`src/rtl/ptt_pkg.sv`:
```
package ptt_pkg;
  localparam int ADDR_W = 12;
  localparam int DATA_W = 32;
  localparam int VEC_W  = 8;
  localparam int CODE_W = 3;

  localparam logic [ADDR_W-1:0] OFF_CTL    = 12'h320;
  localparam logic [ADDR_W-1:0] OFF_RELOAD = 12'h380;
  localparam logic [ADDR_W-1:0] OFF_LIVE   = 12'h390;
  localparam logic [ADDR_W-1:0] OFF_DIV    = 12'h3E0;

  localparam int BIT_BUSY = 12;
  localparam int BIT_MASK = 16;
  localparam int BIT_MODE = 17;

  typedef enum logic {MODE_ONCE = 1'b0, MODE_REPEAT = 1'b1} run_mode_e;

  typedef struct packed {
    run_mode_e        mode;
    logic             mask;
    logic [VEC_W-1:0] vec;
  } ctl_t;
endpackage

```
`src/rtl/ptt_prescale.sv`:
```
module ptt_prescale
  import ptt_pkg::*;
#(
  parameter int PRE_W = 7
) (
  input  logic              clk,
  input  logic              rst_n,
  input  logic              restart,
  input  logic [CODE_W-1:0] code,
  output logic              tick
);
  localparam int NCODES = 1 << CODE_W;

  logic [PRE_W-1:0] lim_tab [NCODES];
  logic [PRE_W-1:0] cnt_q;
  logic [PRE_W-1:0] lim;

  for (genvar g = 0; g < NCODES; g++) begin : g_lim
    if (g == NCODES - 1) begin : g_one
      assign lim_tab[g] = '0;
    end else begin : g_pow
      assign lim_tab[g] = PRE_W'((1 << (g + 1)) - 1);
    end
  end

  assign lim  = lim_tab[code];
  assign tick = (cnt_q == lim);

  always_ff @(posedge clk or negedge rst_n) begin
    if (!rst_n)        cnt_q <= '0;
    else if (restart)  cnt_q <= '0;
    else if (tick)     cnt_q <= '0;
    else               cnt_q <= cnt_q + 1'b1;
  end
endmodule

```
`src/rtl/ptt_regs.sv`:
```
module ptt_regs
  import ptt_pkg::*;
(
  input  logic              clk,
  input  logic              rst_n,
  input  logic              bus_sel,
  input  logic              bus_wr,
  input  logic [ADDR_W-1:0] bus_addr,
  input  logic [DATA_W-1:0] bus_wdata,
  output logic [DATA_W-1:0] bus_rdata,
  input  logic [DATA_W-1:0] live,
  input  logic              busy,
  output ctl_t              ctl,
  output logic [DATA_W-1:0] reload,
  output logic [CODE_W-1:0] code,
  output logic              ld_reload,
  output logic              ld_div
);
  logic wr_en, rd_en;
  logic [DATA_W-1:0] rd_mux;

  assign wr_en     = bus_sel & bus_wr;
  assign rd_en     = bus_sel & ~bus_wr;
  assign ld_reload = wr_en && (bus_addr == OFF_RELOAD);
  assign ld_div    = wr_en && (bus_addr == OFF_DIV);

  always_ff @(posedge clk or negedge rst_n) begin
    if (!rst_n) begin
      ctl.mode <= MODE_ONCE;
      ctl.mask <= 1'b1;
      ctl.vec  <= '0;
      reload   <= '0;
      code     <= '0;
    end else begin
      if (wr_en && (bus_addr == OFF_CTL)) begin
        ctl.mode <= run_mode_e'(bus_wdata[BIT_MODE]);
        ctl.mask <= bus_wdata[BIT_MASK];
        ctl.vec  <= bus_wdata[VEC_W-1:0];
      end
      if (ld_reload) reload <= bus_wdata;
      if (ld_div)    code   <= {bus_wdata[3], bus_wdata[1], bus_wdata[0]};
    end
  end

  always_comb begin
    rd_mux = '0;
    unique case (bus_addr)
      OFF_CTL: begin
        rd_mux[VEC_W-1:0] = ctl.vec;
        rd_mux[BIT_BUSY]  = busy;
        rd_mux[BIT_MASK]  = ctl.mask;
        rd_mux[BIT_MODE]  = ctl.mode;
      end
      OFF_RELOAD: rd_mux = reload;
      OFF_LIVE:   rd_mux = live;
      OFF_DIV: begin
        rd_mux[3] = code[2];
        rd_mux[1] = code[1];
        rd_mux[0] = code[0];
      end
      default: rd_mux = '0;
    endcase
  end

  always_ff @(posedge clk or negedge rst_n) begin
    if (!rst_n)     bus_rdata <= '0;
    else if (rd_en) bus_rdata <= rd_mux;
  end
endmodule

```
`src/rtl/ptt_count.sv`:
```
module ptt_count
  import ptt_pkg::*;
(
  input  logic              clk,
  input  logic              rst_n,
  input  logic              load,
  input  logic [DATA_W-1:0] load_val,
  input  logic [DATA_W-1:0] reload,
  input  run_mode_e         mode,
  input  logic              tick,
  output logic [DATA_W-1:0] live,
  output logic              expire
);
  logic running;

  assign running = (live != '0);
  assign expire  = !load && tick && (live == DATA_W'(1));

  always_ff @(posedge clk or negedge rst_n) begin
    if (!rst_n) begin
      live <= '0;
    end else if (load) begin
      live <= load_val;
    end else if (tick && running) begin
      if (expire) live <= (mode == MODE_REPEAT) ? reload : '0;
      else        live <= live - 1'b1;
    end
  end
endmodule

```
`src/rtl/ptt_irq.sv`:
```
module ptt_irq
  import ptt_pkg::*;
(
  input  logic             clk,
  input  logic             rst_n,
  input  logic             expire,
  input  logic             mask,
  input  logic [VEC_W-1:0] vec,
  input  logic             irq_ready,
  output logic             irq_valid,
  output logic [VEC_W-1:0] irq_vector
);
  logic stalled, raise;

  assign stalled = irq_valid && !irq_ready;
  assign raise   = expire && !mask && !stalled;

  always_ff @(posedge clk or negedge rst_n) begin
    if (!rst_n) begin
      irq_valid  <= 1'b0;
      irq_vector <= '0;
    end else if (raise) begin
      irq_valid  <= 1'b1;
      irq_vector <= vec;
    end else if (irq_valid && irq_ready) begin
      irq_valid  <= 1'b0;
    end
  end
endmodule

```
`src/rtl/ptt_timer.sv`:
```
module ptt_timer
  import ptt_pkg::*;
#(
  parameter int PRE_W = 7
) (
  input  logic              clk,
  input  logic              rst_n,
  input  logic              bus_sel,
  input  logic              bus_wr,
  input  logic [ADDR_W-1:0] bus_addr,
  input  logic [DATA_W-1:0] bus_wdata,
  output logic [DATA_W-1:0] bus_rdata,
  output logic              irq_valid,
  input  logic              irq_ready,
  output logic [VEC_W-1:0]  irq_vector
);
  ctl_t              ctl;
  logic [DATA_W-1:0] reload, live;
  logic [CODE_W-1:0] code;
  logic              ld_reload, ld_div, tick, expire;

  ptt_regs u_regs (
    .clk(clk), .rst_n(rst_n), .bus_sel(bus_sel), .bus_wr(bus_wr),
    .bus_addr(bus_addr), .bus_wdata(bus_wdata), .bus_rdata(bus_rdata),
    .live(live), .busy(irq_valid), .ctl(ctl), .reload(reload),
    .code(code), .ld_reload(ld_reload), .ld_div(ld_div)
  );

  ptt_prescale #(.PRE_W(PRE_W)) u_pre (
    .clk(clk), .rst_n(rst_n), .restart(ld_div | ld_reload),
    .code(code), .tick(tick)
  );

  ptt_count u_cnt (
    .clk(clk), .rst_n(rst_n), .load(ld_reload), .load_val(bus_wdata),
    .reload(reload), .mode(ctl.mode), .tick(tick), .live(live),
    .expire(expire)
  );

  ptt_irq u_irq (
    .clk(clk), .rst_n(rst_n), .expire(expire), .mask(ctl.mask),
    .vec(ctl.vec), .irq_ready(irq_ready), .irq_valid(irq_valid),
    .irq_vector(irq_vector)
  );
endmodule

```
`config.mk`:
```
export PLATFORM = sky130hd
export DESIGN_NAME = ptt_timer
export DESIGN_NICKNAME = d
export VERILOG_FILES = /design/src/rtl/ptt_pkg.sv /design/src/rtl/ptt_prescale.sv /design/src/rtl/ptt_regs.sv /design/src/rtl/ptt_count.sv /design/src/rtl/ptt_irq.sv /design/src/rtl/ptt_timer.sv
export SDC_FILE = /design/constraint.sdc
export NUM_CORES = 1
export LEC_CHECK = 0
export BUFFER_PORTS_ARGS = -buffer_cell sky130_fd_sc_hd__buf_2
export CORE_UTILIZATION = 25
export DETAILED_ROUTE_END_ITERATION = 8
export PLACE_DENSITY = 0.48
export RECOVER_POWER = 50
export REMOVE_ABC_BUFFERS = 1
export SYNTH_ARGS = -nofsm -noshare
export SYNTH_HDL_FRONTEND = slang
export SYNTH_SLANG_ARGS = --single-unit
export TNS_END_PERCENT = 50
```
`constraint.sdc`:
```
create_clock -name clk -period 3 [get_ports clk]
set_input_delay 0.15 -clock clk [delete_from_list [all_inputs] [get_ports clk]]
set_output_delay 0.15 -clock clk [all_outputs]
set_load 0.005 [all_outputs]
```
==> run_results.csv <==
group,metric,value,unit
run_status,outcome,"complete, but fails checks",
run_status,violations,"capacitance limit, slew limit",
cts,clock_insertion_delay_worst_skew,0.43,ns
synthesis,number_of_instances_in_the_synthesized_netlist,764,
worst_setup_path,worstSetupEndpointType,"flop",
place,dp_worst_setup_slack,0.125,ns
timing,skew,0.0165,ns
timing,final.min_clock_period,2.95,ns
place,post-place-cells,1218,
timing,timing.final.hold_violations,0,
synthesis,synth_area_leader_cell,"dfrtp_1",
drt,first_pass_iters,5,
finish,drive_gt1_share,20.1,%
timing,holdWs,0.00916,ns
worst_setup_path,critical_path.max_stage_delay,0.69,ns
global_route,first_pass_grt_wire_length,36.2,mm
global_route,grt.met3_usage,2.77,%
global_route,groute.usage.overall,16.3,%
power,ir_drop,0.307,mV
global_route,globalRouteOverflowTotal,0,
drt,ant_nets,0,
timing,least_margin_pin_slew,1.95,ns
floorplan,design.die.area,28900,µm²
place,port-buffer-count,89,
worst_setup_path,reg2reg_depth,8,
global_route,grtUsageMet1,22.2,%
drt,routed_wirelength,22.6,mm
min_path,min_delay_path_depth,3,
worst_setup_path,critPathLaunchType,"flop",
cts,ctsLongestPathBuffers,2,
place,place_congestion,0.825,
global_route,grt_antenna_before_repair,0,
global_route,grt_busiest_layer,"met2",
floorplan,die-width,170,µm
finish,n_antenna_cell,0,
timing,slew_headroom,-30.2,%
synthesis,ys_dominant_reg_cell,"dfrtp_1",
place,dp_hpwl,15.5,mm
power,leakage,0.00404,µW
finish,area.growth.synth_to_final,27.4,%
synthesis,ys_ff_latch,125,
finish,final_core_util,32.4,%
global_route,gr-usage-met2,26.6,%
synthesis,synth-seq-area-share,44.3,%
timing,final-setup-viol-count,0,
synthesis,synth_cell_types,79,
run,timing.max_cap.violations,1,
worst_setup_path,timing.critical_path.arrival,3.27,ns
cts,htreeDepth,4,
finish,finalNonFillerCells,1280,
cts,cts_sinks,125,
power,power_per_cell_area,668,nW/µm²
synthesis,synth_warnings,0,
drt,wl_per_cell,17.6,µm
finish,multi_input_comb_area,3640,µm²
finish,n_fill_cell,3043,
global_route,grt_pass1_vias,6383,
drt,detail_route.iter0.violations,403,
finish,regArea,3130,µm²
min_path,hold_path_class,"in2reg",
floorplan,vert_die_dim,170,µm
synthesis,synth_area_leaders,"dfrtp_1, nand2_1, mux2i_1",
global_route,largest_net_degree_at_the_start_of_global_routing,74,
cts,cts.repair_timing.setup_buffer_count,0,
worst_setup_path,crit_fanout,8,
synthesis,synth_edf_count,0,
synthesis,avgSynthCellArea,9.24,µm²
cts,tritoncts,"done",
cts,cts_inserted_buffers,17,
worst_setup_path,cp_data_required_time,3.33,ns
cts,clock_tree.root_cell,"clkbuf_16",
finish,finalNetCount,945,
timing,achievable-frequency,339,MHz
floorplan,fp.coreArea,27800,µm²
timing,final.period_utilization,98.2,%
drt,detail_route.drc_violations,0,
worst_setup_path,cell_with_the_largest_stage_delay_on_the_worst_path,"nor3_1",
timing,slew_violations,74,
synthesis,asyncSetResetFlopFracSynth,100,%
worst_setup_path,critical_path_class,"reg2reg",
worst_setup_path,critical_path.cell_chain,"inv_1 -> ha_1 -> or4_1 -> a32o_1 -> nor3_1 -> buf_4 -> a41oi_1 -> o22a_1",
synthesis,synth.top_cell.area_share,43.9,%
floorplan,initial_utilization,25.4,%
drt,vias_per_cell,4.88,
timing,post_layout_worst_setup_margin,0.0532,ns
cts,cts.reportedPaths.clkPinSlew,0.07,ns
synthesis,post_synth_instance_area,7060,µm²
timing,grt_setup_unrepaired,"true",
timing,setup-tns-final,0,ns
drt,dr_total_vias,6247,
floorplan,std_cell_rows,61,
synthesis,most_repeated_cell_in_the_gate_level_netlist_after_synthesis,"nand2_1",
synthesis,synth_top_cells_by_count,"nand2_1, dfrtp_1, nor2_1",
floorplan,ioPinCount,90,
==> final timing paths <==
check,start,end,slack (ns)
worst max-delay path,u_regs.code[0],u_cnt.live[28],0.05
worst min-delay path,bus_wdata[0],u_regs.code[0],0.009
worst max register to register,u_regs.code[0],u_cnt.live[28],0.05
worst min register to register,u_regs.bus_rdata[27],u_regs.bus_rdata[27],0.47
max in group asynchronous,rst_n,u_regs.bus_rdata[19],0.58
min in group asynchronous,rst_n,u_irq.irq_vector[4],0.81
==> per-stage QoR <==
stage / total power (µW) / cell area (µm²)
2_1_floorplan: 2940 / 6800
3_3_place_gp: 3650 / 8080
3_5_place_dp: 3660 / 8080
4_1_cts: 6070 / 9050
5_1_grt: 6310 / 8990
6_report: 6010 / 8990
==> per-layer routing <==
| metal | vias up | wire [µm] | share of wire (%) |
|---|---|---|---|
| met2 | 144 | 10400 | 46 |
| met3 | 15 | 989 | 4.4 |
| met5 | - | 0 | 0 |
| met1 | 3066 | 11000 | 49 |
| met4 | 0 | 186 | 0.82 |
| li1 | 3022 | - | - |
==> worst max-delay path: cells and delay by family (launching register included) <==
kind / cells / cell delay [ns]
AOI/OAI and AO/OA: 3 / 0.61
adders and majority gates: 1 / 0.22
and+or+nand+nor: 2 / 1.24
DFF: 1 / 0.40
buffers and inverters: 2 / 0.39
==> power breakdown <==
group	leakage (µW)	total (µW)	internal, µW	switching [µW]
logic	0.00205	1620	675	946
registers	0.00167	2040	1820	219
clock network	0.000316	2350	1520	830
total	0.00404	6010	4010	2000
==> cells in the final DEF (no fill, tap or decap), drive strengths merged, types with 8 or more instances in the layout <==
cell         instances
buf                104
and3                 8
a211oi              11
nor4                22
mux2                18
a21oi               29
o211ai              12
xor2                11
nand3               15
xnor2               12
nand2              160
dlygate4sd3         30
clkbuf              47
nand4               15
a31oi               14
mux2i               35
o31ai               26
dfrtp              124
inv                 13
nor2                47
o21ai               27
nor3                21
==> state kept, by name (all words and copies together) (netlist names) <==
register / flops
u_cnt.live: 32
u_irq.irq_valid: 1
u_irq.irq_vector: 8
u_pre.cnt_q: 7
u_regs.bus_rdata: 32
u_regs.code: 3
u_regs.ctl: 10
u_regs.reload: 32
==> logic make-up after synthesis <==
logic type	count (synthesis)	share of synthesized area [%]
DFF	125	44.3
buffers and inverters	68	4.32
muxes	53	7.83
adders and majority gates	7	1.24
xor gates and xnor gates	23	2.85
and+or+nand+nor	324	22.6
AOI/OAI and AO/OA	164	16.8
==> layout make-up <==
class                      instances  area share [%]
sequential                       125            34.8
clock buffer                      19            5.04
tap                              378            5.26
timing repair buffer             162            11.6
inverter                          12           0.501
multi-input combinational        571            40.5
clock inverter                    13            2.36
==> timing repair <==
action / CTS / global route
setup endpoints to repair: 0 / 10
endpoints found under the hold margin: 113 / 0
gates resized for setup: 0 / 1
hold buffers: 30 / 0
(Power assumes the default switching activity.)
